`src/rtl/cop_arb_pkg.sv`:
```
package cop_arb_pkg;

    typedef enum logic [2:0] {
        ST_IDLE_CORE = 3'd0,
        ST_EXT_GRANT = 3'd1,
        ST_COP_GRANT = 3'd2,
        ST_RELEASE   = 3'd3,
        ST_COP_HELD  = 3'd4
    } arb_state_e;

    localparam int STATE_W = $bits(arb_state_e);

    typedef struct packed {
        logic ext_req;
        logic cop_req;
        logic flag;
        logic done;
    } arb_in_t;

    typedef struct packed {
        logic core;
        logic ext;
        logic cop;
        logic stalled;
    } arb_out_t;

    // Choice made whenever the core currently owns the bus.
    function automatic arb_state_e pick_owner(arb_in_t r);
        if (r.ext_req)
            return ST_EXT_GRANT;
        else if (r.cop_req && r.flag)
            return ST_COP_HELD;
        else if (r.cop_req)
            return ST_COP_GRANT;
        else
            return ST_IDLE_CORE;
    endfunction

endpackage

```
`src/rtl/arb_next_state.sv`:
```
module arb_next_state
    import cop_arb_pkg::*;
(
    input  arb_state_e cur,
    input  arb_in_t    req,
    output arb_state_e nxt
);
    always_comb begin
        nxt = cur;
        unique case (cur)
            ST_IDLE_CORE: nxt = pick_owner(req);
            ST_RELEASE:   nxt = pick_owner(req);
            ST_EXT_GRANT: nxt = req.ext_req ? ST_EXT_GRANT : ST_IDLE_CORE;
            ST_COP_GRANT: nxt = req.done ? ST_RELEASE : ST_COP_GRANT;
            ST_COP_HELD: begin
                if (req.ext_req)
                    nxt = ST_EXT_GRANT;
                else if (!req.cop_req)
                    nxt = ST_IDLE_CORE;
                else if (!req.flag)
                    nxt = ST_COP_GRANT;
                else
                    nxt = ST_COP_HELD;
            end
            default: nxt = ST_IDLE_CORE;
        endcase
    end
endmodule

```
`src/rtl/arb_state_reg.sv`:
```
module arb_state_reg
    import cop_arb_pkg::*;
#(
    parameter arb_state_e RESET_STATE = ST_IDLE_CORE
) (
    input  logic       clk,
    input  logic       rst,
    input  arb_state_e nxt,
    output arb_state_e cur
);
    always_ff @(posedge clk) begin
        if (rst)
            cur <= RESET_STATE;
        else
            cur <= nxt;
    end
endmodule

```
`src/rtl/arb_grant_decode.sv`:
```
module arb_grant_decode
    import cop_arb_pkg::*;
(
    input  arb_state_e cur,
    output arb_out_t   gnt
);
    always_comb begin
        gnt = '0;
        unique case (cur)
            ST_EXT_GRANT: gnt.ext  = 1'b1;
            ST_COP_GRANT: gnt.cop  = 1'b1;
            ST_COP_HELD: begin
                gnt.core    = 1'b1;
                gnt.stalled = 1'b1;
            end
            default:      gnt.core = 1'b1;
        endcase
    end
endmodule

```
`src/rtl/cop_bus_arbiter.sv`:
```
module cop_bus_arbiter
    import cop_arb_pkg::*;
(
    input  logic clk,
    input  logic rst,
    input  logic ext_hold_req,
    input  logic cop_hold_req,
    input  logic sw_hold_flag,
    input  logic bus_xfer_done,
    output logic core_gnt,
    output logic ext_gnt,
    output logic cop_gnt,
    output logic cop_stalled
);
    arb_in_t    req;
    arb_out_t   gnt;
    arb_state_e state_q;
    arb_state_e state_d;

    assign req = '{ext_req: ext_hold_req, cop_req: cop_hold_req,
                   flag: sw_hold_flag, done: bus_xfer_done};

    arb_next_state u_next (
        .cur (state_q),
        .req (req),
        .nxt (state_d)
    );

    arb_state_reg #(.RESET_STATE(ST_IDLE_CORE)) u_reg (
        .clk (clk),
        .rst (rst),
        .nxt (state_d),
        .cur (state_q)
    );

    arb_grant_decode u_dec (
        .cur (state_q),
        .gnt (gnt)
    );

    assign core_gnt    = gnt.core;
    assign ext_gnt     = gnt.ext;
    assign cop_gnt     = gnt.cop;
    assign cop_stalled = gnt.stalled;
endmodule

```
`config.mk`:
```
export PLATFORM = sky130hd
export DESIGN_NAME = cop_bus_arbiter
export DESIGN_NICKNAME = d
export VERILOG_FILES = /design/src/rtl/cop_arb_pkg.sv /design/src/rtl/arb_next_state.sv /design/src/rtl/arb_state_reg.sv /design/src/rtl/arb_grant_decode.sv /design/src/rtl/cop_bus_arbiter.sv
export SDC_FILE = /design/constraint.sdc
export NUM_CORES = 1
export LEC_CHECK = 0
export ABC_AREA = 1
export CELL_PAD_IN_SITES_DETAIL_PLACEMENT = 0
export CELL_PAD_IN_SITES_GLOBAL_PLACEMENT = 2
export CORE_AREA = 2 2 39 41
export DETAILED_ROUTE_END_ITERATION = 8
export DIE_AREA = 0 0 41 43
export GPL_ROUTABILITY_DRIVEN = 0
export PLACE_DENSITY_LB_ADDON = 0.1
export SLEW_MARGIN = 20
export SYNTH_ARGS = -nofsm -noshare
export SYNTH_HDL_FRONTEND = slang
export SYNTH_SLANG_ARGS = --single-unit
```
`constraint.sdc`:
```
create_clock -name clk -period 1.7 [get_ports clk]
set_input_delay 0.51 -clock clk [delete_from_list [all_inputs] [get_ports clk]]
set_output_delay 0.51 -clock clk [all_outputs]
set_load 0.02 [all_outputs]
```
Word-level counts from Yosys, hierarchy flattened
Index checks and enable logic that the tools add are counted.
Operators by class
  eq/ne operators: 4
  mux-type cells: 13
  reduce and logical (&&, ||, !) cells: 4
Operator list (count)
  3-bit 2-to-1 mux: 5
  3-bit case mux with 4 select lines: 1
  3-bit by 2-bit equality test with 1-bit output, second input constant: 2
  1-bit 2-to-1 mux: 6
  2-bit OR reduction: 2
  3-bit by 1-bit equality test with 1-bit output, second input constant: 1
  3-bit equality test, second input constant: 1
  3-bit zero test: 1
  2-bit 2-to-1 mux: 1
  1-bit logical AND: 1
Storage, ports and cells
  register bits: 3
  input bits: 6
  output and inout bits: 4
  word-level logic and storage cells: 22

Depth between registers and ports, before layout
Gate-level depths: netlist of run 1.
  depth in word-level cells: 4
  gate-level depth with buffers: 6
  depth with buffers taken out: 6

Cells and area by module
Synthesis of run 1 repeated with hierarchy kept, for this count alone.
Second synthesis, totals
  cell total of the unflattened synthesis: 43
  area, all modules: 219.0 µm²
By module, submodules not included
  arb_next_state: times used 1, cells each 24, area each 95.1 µm², seq. area each 0.0 µm²
  arb_state_reg: times used 1, cells each 9, area each 82.6 µm², seq. area each 60.1 µm²
  arb_grant_decode: times used 1, cells each 10, area each 41.3 µm², seq. area each 0.0 µm²

Worst setup path before layout of run 1
OpenSTA, ideal clock, no wires.
  path type: register to output
  from: reg u_reg.cur[0]
  to: out core_gnt
  data arrival time: 0.762 ns
  required time: 1.190 ns
  path slack: 0.428 ns
  cell stages (with the launch flop): 7
  buffers on the path: 0
  cells stage by stage: dfxtp_1 inv_2 nand2_4 inv_1 nand2_1 nand2_1 inv_1
On the way
  longest elaborated chain between the ends: 3
  elaborated cells between the ends (all ways): 4
  those cells by class: 2 x eq/ne; 1 x mux; 1 x reduce/logical
RTL lines
  from (decl): RTL line arb_state_reg.sv:9  | output arb_state_e cur
  from (signal assigned): RTL line arb_state_reg.sv:15  | cur <= nxt;
  3-bit by 1-bit equality test with 1-bit output or 3-bit by 2-bit equality test with 1-bit output (tied branches): RTL line arb_grant_decode.sv:9  | unique case (cur)
  2-bit OR reduction (no source line) *
  1-bit 2-to-1 mux *: RTL line arb_grant_decode.sv:9
  to (decl): RTL line cop_bus_arbiter.sv:10  | output logic core_gnt,
Every way passes the cells marked *; elsewhere a longest branch is shown, timed or not.

Final worst setup path of run 1
Ends and elaborated chain as after synthesis.

==> qor.yml, run 1 <==
grt_pass1_wl_microns: 834
met3_usage_pct: 3.14
dr.pass1.iters: 1
antenna_found_initial: 0
worstPathArrival_ps: 1000
final_cells: 67
drt_iter0_drc: 0
clock_latency_ps: 230
row_count: 14
path_buf_inv: 4
setup_viol: 0
utilization_pct: 25.3
syn_to_final_growth_pct: 73.9
core_area_sq_um: 1380
slowest_delay_ps: 340
status: "finished clean"
post-dp-hpwl_microns: 424
track_usage_pct: 7.21
final_nets: 58
cp_slowest_cell: "dfxtp_2"
cp-start-kind: "flip-flop"
postCtsSetupBuffers: 0
grt_max_degree: 5
met2_usage_pct: 10.3
p_leak_nw: 0.195
fin_setup_tns_ps: 0
syn_nets: 40
fin_crit_ps: 1510
rsz0062_at_grt: "no"
worstPathCellList: "inv_2 > nand2_4 > inv_1 > nand2_1 > nand2_1 > inv_1 > buf_2"
ir_drop_uv: 447
yosysUniqueCellTypes: 11
htree_levels: 1
cp_top_family: "flip-flops"
busiest_layer: "met2"
drv_cap: 0
vias: 247
die_x_microns: 41
cts_tree: "done"
largest-register: "u_reg.cur"
grt.met1_usage_pct: 8.60
worst_slew_pin_slew_ps: 132
finalCritPeriodShare_pct: 89.1
max_slew_margin_pct: 91.2
drt-total-wl_microns: 489
antenna_left: 0
layout-drive-gt1-share_pct: 33.3
required_ps: 1190
grt_overflow_total: 0
ys_ff_latch: 3
die_area_sq_um: 1760
syn_inst: 34
synth.cell_area_sq_um: 201
yosys_warnings: 0
finalHoldViolations: 0
fmax_mhz: 660
hold_buffers: 0
largest_register_ffs: 3
drc: 0
synth.avg_cell_area_sq_um: 5.92
routedWlPerCell_microns: 7.30
power_density_nw_per_um2: 724
numPortBuffers: 9
clk_path_buf_depth: 2
worst-path-max-fanout: 3
cts_root_buffer: "clkbuf_4"
start_util_pct: 14.6
num_io_pins: 10
reg_top3: "u_reg.cur: 3 flops"
dp_cells: 63
chipHeight_microns: 43
cts.sinks: 3
grt_pass1_vias: 225
slew_viol_final: 0
setup.worst_path.class: "flip-flop to primary output"
finalClockSkew_ps: 3.74
numCtsBuffers: 3
min_path_type: "flip-flop to flip-flop"
ys_seq_area_share_pct: 29.8
viasPerCell: 3.69
end_kind: "primary output"
n_antenna_cell: 0
cts.clk_slew.worst_paths_ps: 30
-- stage by stage --
stage               total power, W  instance area (sq um)  setup slack (ps)  hold WS (ps)
floorplan                 0.000103                    201               428           515
global placement          0.000135                    342             -61.6           552
detailed placement        0.000135                    342             -85.5           549
CTS                       0.000262                    367              15.5           553
global route              0.000275                    350              87.0           597
finish                    0.000254                    350               185           548
-- metal layers --
metal / wire length (microns) / vias to the layer above
met5: 0 / -
met4: 10 / 0
met3: 34 / 2
met2: 227 / 9
met1: 217 / 101
li1: - / 135
-- placed cells by master, fill, tap and decap left out --
cell / count
nand2_1: 11
inv_1: 8
clkdlybuf4s50_1: 5
nor2_1: 4
buf_4: 4
clkbuf_4: 3
clkbuf_2: 3
nand3_1: 2
dfxtp_2: 2
inv_2: 1
nand2_4: 1
o21ai_1: 1
nand4_1: 1
nand3_2: 1
a21oi_2: 1
clkbuf_1: 1
buf_2: 1
dfxtp_1: 1
-- power breakdown --
group / internal, W / switching, W / leakage (nW)
clock: 0.0000879 / 0.0000370 / 0.0150
combinational: 0.0000259 / 0.0000258 / 0.155
sequential: 0.0000742 / 0.00000277 / 0.0253
-- final timing paths --
| path | start | end | slack (ps) | cells past startpoint |
|---|---|---|---|---|
| worst min-delay path | u_reg.cur[2] | u_reg.cur[0] | 550 | 3 |
| worst max-delay path | u_reg.cur[0] | core_gnt | 190 | 7 |
| worst min register to register | u_reg.cur[2] | u_reg.cur[0] | 550 | 3 |
| worst max register to register | u_reg.cur[2] | u_reg.cur[2] | 810 | 6 |
-- final cells by class --
type / instances / area, sq um
clock buffer: 4 / 26.3
inverter: 9 / 33.8
multi-input combinational: 22 / 108
fill: 163 / 1030
sequential: 3 / 62.6
timing repair buffer: 13 / 100
tap: 16 / 20.0
-- Yosys cell counts, drive strengths merged --
cell   count  share of area, %
o21ai      1               2.5
nand4      1               3.1
nand3      3               9.9
a21oi      1               4.3
dfxtp      3                30
nor2       4               7.5
nand2     12                26
inv        9                17
-- kinds of logic after synthesis --
family | Yosys count | share of synthesized area, %
buffers and inverters | 9 | 16.8
AND/OR/NAND/NOR | 20 | 46.6
flip-flops | 3 | 29.8
AO/OA/AOI/OAI | 2 | 6.83
-- repair_timing --
action / 4_1_cts / 5_1_grt
endpoints found under the hold margin: 0 / 0
resized for setup: 7 / 8
setup endpoints to repair: 4 / 4
gates cloned: 0 / 0
-- worst reg2reg max path: stages (launching register included) --
cell and delay [ps]:
dfxtp_1 330, inv_1 80, buf_4 140, nand2_1 70, nand2_1 60, nand3_1 60
nor2_1 40
(Power assumes the default switching activity.)
==> inputs of run 2 (changes only) <==
--- a/config.mk
+++ b/config.mk
@@ -12,6 +12,7 @@
 export DETAILED_ROUTE_END_ITERATION = 8
 export DIE_AREA = 0 0 41 43
 export GPL_ROUTABILITY_DRIVEN = 0
+export GPL_TIMING_DRIVEN = 0
 export PLACE_DENSITY_LB_ADDON = 0.1
 export SLEW_MARGIN = 20
 export SYNTH_ARGS = -nofsm -noshare
==> qor.yml, run 2 (synthesized netlist as in run 1, its figures left out) <==
place_area_sq_um: 312  # was 342 sq um
fmax_mhz: 637  # was 660 MHz
n_antenna_cell: 0  # unchanged
numPortBuffers: 9  # unchanged
core_area_sq_um: 1380  # unchanged
layout_common_cells: "nand2_1, inv_1, clkdlybuf4s50_1"  # unchanged
worst_slew_pin_slew_ps: 136  # was 132 ps
grt.met1_usage_pct: 7.64  # was 8.60%
swShare_pct: 25.2  # was 25.8%
chipHeight_microns: 43  # unchanged
worstPathCellList: "inv_2 > nand2_4 > inv_1 > nand2_1 > nand2_1 > inv_1 > buf_2"  # unchanged
fin_crit_ps: 1570  # was 1510 ps
die_area_sq_um: 1760  # unchanged
netSwitchingPower_w: 0.0000620  # was 0.0000655 W
antenna_left: 0  # unchanged
cts_root_buffer: "clkbuf_4"  # unchanged
cp_top_family: "flip-flops"  # unchanged
drc: 0  # unchanged
htree_levels: 1  # unchanged
crit_start: "u_reg.cur[0]"  # unchanged
utilization_pct: 23.1  # was 25.3%
start_util_pct: 14.6  # unchanged
clock_latency_ps: 230  # about the same
intPower_w: 0.000184  # was 0.000188 W
reg_top3: "u_reg.cur: 3 flops"  # unchanged
drt_iter0_drc: 1  # was 0
slew_viol_final: 0  # unchanged
cts.sinks: 3  # unchanged
postCtsSetupBuffers: 0  # unchanged
die_x_microns: 41  # unchanged
routedWlPerCell_microns: 8.08  # was 7.30 microns
status: "finished clean"  # unchanged
design_area_sq_um: 320  # was 350 sq um
drt-total-wl_microns: 509  # was 489 microns
grt_overflow_total: 0  # unchanged
track_usage_pct: 7.61  # was 7.21%
setup.worst_path.class: "flip-flop to primary output"  # unchanged
end_kind: "primary output"  # unchanged
clkPwrFrac_pct: 49.5  # was 49.3%
worst-path-max-fanout: 5  # was 3
layout-drive-gt1-share_pct: 27.7  # was 33.3%
syn_to_final_growth_pct: 59.0  # was 73.9%
min_path_type: "flip-flop to flip-flop"  # unchanged
clk_path_buf_depth: 2  # unchanged
row_count: 14  # unchanged
hold_buffers: 0  # unchanged
final_nets: 54  # was 58
grt_max_degree: 6  # was 5
cp-start-kind: "flip-flop"  # unchanged
pwr-share-seq_pct: 31.4  # was 30.4%
p_leak_nw: 0.177  # was 0.195 nW
grt_pass1_vias: 248  # was 225
setup_viol: 0  # unchanged
slowest_delay_ps: 340  # about the same
met3_usage_pct: 0  # was 3.14%
dr.pass1.iters: 2  # was 1
finalCritPeriodShare_pct: 92.3  # was 89.1%
largest_register_ffs: 3  # unchanged
cts_tree: "done"  # unchanged
power_frac_comb_pct: 19.1  # was 20.4%
power_density_nw_per_um2: 768  # was 724 nW/um^2
r2r_start: "u_reg.cur[2]"  # unchanged
num_io_pins: 10  # unchanged
finalClockSkew_ps: 2.10  # was 3.74 ps
antenna_found_initial: 0  # unchanged
viasPerCell: 3.84  # was 3.69
worstPathArrival_ps: 1060  # was 1000 ps
required_ps: 1190  # about the same
path_buf_inv: 4  # unchanged
post-dp-hpwl_microns: 425  # was 424 microns
final_common_cell: "nand2_1"  # unchanged
drv_cap: 0  # unchanged
ir_drop_uv: 273  # was 447 uV
cts.clk_slew.worst_paths_ps: 40  # was 30 ps
cp_slowest_cell: "dfxtp_2"  # unchanged
rsz0062_at_grt: "no"  # unchanged
grt_pass1_wl_microns: 855  # was 834 microns
worstHoldStart: "u_reg.cur[1]"  # was u_reg.cur[2]
max_slew_margin_pct: 90.9  # was 91.2%
vias: 242  # was 247
met2_usage_pct: 11.6  # was 10.3%
busiest_layer: "met2"  # unchanged
numCtsBuffers: 3  # unchanged
largest-register: "u_reg.cur"  # unchanged
finalHoldViolations: 0  # unchanged
run 2: changes by cell type in the layout (fill, tap and decap cells not counted), sizes merged:
cell | before | now
buf | 5 | 2
clkbuf | 7 | 6
run 2: repair_timing:
item	in CTS	in global routing
endpoints found under the setup margin	4	4
hold endpoints to repair	0	0
resized for setup	9	7
run 2: cell type report:
cell class / instances / area (sq um)
Inverter: 9 / 33.8
Fill cell: 165 / 1060
Tap cell: 16 / 20.0
Timing Repair Buffer: 9 / 70.1
Sequential cell: 3 / 62.6
Clock buffer: 4 / 26.3
Multi-Input combinational cell: 22 / 108
run 2: worst register-to-register path, cell delays in order (launching register included):
cell and delay (ps):
dfxtp_1 300, inv_1 120, nand2_1 90, nand2_1 80
nand2_1 50, nor2_1 90
run 2: through the flow:
step	setup WS (ps)	hold WS [ps]	TNS, ps	power, W	instances
detailed placement	-140	561	-199	0.000130	59
global route	24.2	571	0	0.000263	63
global placement	-130	544	-176	0.000130	59
CTS	2.33	561	0	0.000256	63
floorplan	428	515	0	0.000103	34
finish	131	539	0	0.000246	63
run 2: path summary, 6_finish.rpt:
kind              cells past startpoint  slack, ps      endpoint
setup / recovery                      7        130      core_gnt
hold reg to reg                       2        540  u_reg.cur[0]
setup reg to reg                      5        910  u_reg.cur[1]
hold / removal                        2        540  u_reg.cur[0]
run 2: power groups by stage:
stage               Sequential, W  Combinational, W  Clock (W)
global placement        0.0000778         0.0000520          0
detailed placement      0.0000779         0.0000525          0
CTS                     0.0000772         0.0000505   0.000128
floorplan               0.0000773         0.0000260          0
global route            0.0000776         0.0000535   0.000132
finish                  0.0000773         0.0000470   0.000122
run 2: metal layers:
layer / wire length, microns / share of wire [%]
met1: 207 / 41
met2: 271 / 53
met3: 30 / 5.9
met4: 0 / 0
met5: 0 / 0
==> inputs of run 3 (changes only) <==
--- a/config.mk
+++ b/config.mk
@@ -6,15 +6,17 @@
 export NUM_CORES = 1
 export LEC_CHECK = 0
 export ABC_AREA = 1
-export CELL_PAD_IN_SITES_DETAIL_PLACEMENT = 0
-export CELL_PAD_IN_SITES_GLOBAL_PLACEMENT = 2
+export CELL_PAD_IN_SITES_DETAIL_PLACEMENT = 1
+export CELL_PAD_IN_SITES_GLOBAL_PLACEMENT = 1
 export CORE_AREA = 2 2 39 41
 export DETAILED_ROUTE_END_ITERATION = 8
 export DIE_AREA = 0 0 41 43
 export GPL_ROUTABILITY_DRIVEN = 0
 export GPL_TIMING_DRIVEN = 0
 export PLACE_DENSITY_LB_ADDON = 0.1
+export RECOVER_POWER = 100
 export SLEW_MARGIN = 20
 export SYNTH_ARGS = -nofsm -noshare
 export SYNTH_HDL_FRONTEND = slang
 export SYNTH_SLANG_ARGS = --single-unit
+export TNS_END_PERCENT = 5
==> qor.yml, run 3 (synthesized netlist as in run 1, its figures left out) <==
status: "finished clean"  # unchanged
n_antenna_cell: 0  # unchanged
final_common_cell: "nand2_1"  # unchanged
die_area_sq_um: 1760  # unchanged
pwr-share-seq_pct: 30.8  # was 31.4%
netSwitchingPower_w: 0.0000665  # was 0.0000620 W
end_kind: "primary output"  # unchanged
post-dp-hpwl_microns: 449  # was 425 microns
grt_pass1_wl_microns: 903  # was 855 microns
numPortBuffers: 9  # unchanged
worstPathArrival_ps: 1110  # was 1060 ps
vias: 243  # was 242
die_x_microns: 41  # unchanged
setup.worst_path.class: "flip-flop to primary output"  # unchanged
dp_slack_ps: -142  # was -140 ps
slowest_delay_ps: 330  # was 340 ps
dp_cells: 59  # unchanged
path_buf_inv: 2  # was 4
min_path_type: "flip-flop to flip-flop"  # unchanged
antenna_found_initial: 0  # unchanged
start_util_pct: 14.6  # unchanged
finalClockSkew_ps: 3.52  # was 2.10 ps
drt_iter0_drc: 2  # was 1
htree_levels: 1  # unchanged
core_area_sq_um: 1380  # unchanged
drv_cap: 0  # unchanged
fmax_mhz: 617  # was 637 MHz
worst-path-max-fanout: 4  # was 5
final_cells: 63  # unchanged
chipHeight_microns: 43  # unchanged
setup_viol: 0  # unchanged
cts_root_buffer: "clkbuf_4"  # unchanged
critical_path_depth: 4  # was 7
fin_setup_tns_ps: 0  # unchanged
grt_overflow_total: 0  # unchanged
grt_pass1_vias: 256  # was 248
holdWs_ps: 536  # was 539 ps
final_nets: 54  # unchanged
hold_path_depth: 2  # unchanged
r2r_cells: 5  # unchanged
numCtsBuffers: 3  # unchanged
intPower_w: 0.000185  # was 0.000184 W
clock_latency_ps: 240  # was 230 ps
worstPathCellList: "inv_1 > nand2_1 > nor2_1 > clkdlybuf4s15_1"  # was inv_2 > nand2_4 > inv_1 > nand2_1 > nand2_1 > inv_1 > buf_2
ir_drop_uv: 310  # was 273 uV
finalHoldViolations: 0  # unchanged
routedWlPerCell_microns: 8.05  # was 8.08 microns
clk_path_buf_depth: 2  # unchanged
cp-start-kind: "flip-flop"  # unchanged
fillers: 182  # was 165
largest-register: "u_reg.cur"  # unchanged
row_count: 14  # unchanged
cp_slowest_cell: "dfxtp_2"  # unchanged
layout-drive-gt1-share_pct: 23.4  # was 27.7%
clkPwrFrac_pct: 50.4  # was 49.5%
largest_register_ffs: 3  # unchanged
cp_top_family: "buffers and inverters"  # was flip-flops
fin_crit_ps: 1620  # was 1570 ps
setup_ws_ps: 78.2  # was 131 ps
antenna_left: 0  # unchanged
dr.pass1.iters: 2  # unchanged
swShare_pct: 26.5  # was 25.2%
p_leak_nw: 0.175  # was 0.177 nW
viasPerCell: 3.86  # was 3.84
rsz0062_at_grt: "no"  # unchanged
required_ps: 1190  # about the same
reg_top3: "u_reg.cur: 3 flops"  # unchanged
track_usage_pct: 7.72  # was 7.61%
power_density_nw_per_um2: 769  # was 768 nW/um^2
drc: 0  # unchanged
slew_viol_final: 0  # unchanged
seqCellArea_sq_um: 62.6  # unchanged
drt-total-wl_microns: 507  # was 509 microns
cts_tree: "done"  # unchanged
power_frac_comb_pct: 18.8  # was 19.1%
syn_to_final_growth_pct: 62.1  # was 59.0%
cts.clk_slew.worst_paths_ps: 40  # about the same
multiInputGateArea_sq_um: 108  # unchanged
finalCritPeriodShare_pct: 95.4  # was 92.3%
layout_common_cells: "nand2_1, inv_1, nor2_1, clkdlybuf4s50_1, clkbuf_4"  # was nand2_1, inv_1, clkdlybuf4s50_1
max_slew_margin_pct: 83.5  # was 90.9%
num_io_pins: 10  # unchanged
postCtsSetupBuffers: 0  # unchanged
worst_slew_pin_slew_ps: 248  # was 136 ps
grt_max_degree: 6  # unchanged
cts.sinks: 3  # unchanged
-- run 3: cell count changes in the layout (fill, tap and decap cells not counted), sizes merged --
cell,change
clkdlybuf4s15,+1
clkbuf,-1
dlygate4sd3,+1
clkdlybuf4s50,-1
-- run 3: timing repair --
item,in CTS,in global routing
hold buffers,0,0
setup endpoints to repair,4,4
gates resized for setup,10,6
endpoints found under the hold margin,0,0
-- run 3: final timing paths --
| check | startpoint | end | slack (ps) |
|---|---|---|---|
| setup / recovery | u_reg.cur[1] | cop_stalled | 80 |
| hold / removal | u_reg.cur[1] | u_reg.cur[0] | 540 |
| setup reg to reg | u_reg.cur[2] | u_reg.cur[2] | 910 |
| hold reg to reg | u_reg.cur[1] | u_reg.cur[0] | 540 |
-- run 3: worst min-delay path: cells and delay by family, from the launching register on --
family	cells	cell delay (ps)
DFF	1	330
AOI/OAI and AO/OA	1	50
and+or+nand+nor	1	110
-- run 3: through the flow --
stage	utilization, %	total power (W)	instance area [sq um]
finish	23.6	0.000251	327
global route	23.6	0.000269	327
CTS	24.6	0.000258	340
global placement	22.5	0.000130	312
detailed placement	22.5	0.000131	312
floorplan	-	0.000103	201
-- run 3: power by group through the flow --
| stage | Sequential (W) | Clock [W] | Combinational, W |
|---|---|---|---|
| after floorplan | 0.0000773 | 0 | 0.0000260 |
| after global placement | 0.0000780 | 0 | 0.0000519 |
| after detailed placement | 0.0000780 | 0 | 0.0000527 |
| after CTS | 0.0000774 | 0.000130 | 0.0000506 |
| after global routing | 0.0000779 | 0.000138 | 0.0000537 |
| final | 0.0000773 | 0.000126 | 0.0000473 |
-- run 3: layout make-up --
cell class	instances	area share (%)
Inverter	9	10.3
Multi-Input combinational cell	22	33.0
Clock buffer	4	8.05
Timing Repair Buffer	9	23.4
Sequential cell	3	19.2
Tap cell	16	6.13
-- run 3: per-layer routing --
metal	global-route usage, %	vias up	wire length (microns)
met5	0	-	0
met4	6.00	0	16
met3	1.57	3	36
met2	12.8	8	266
met1	7.67	107	188
li1	-	125	-
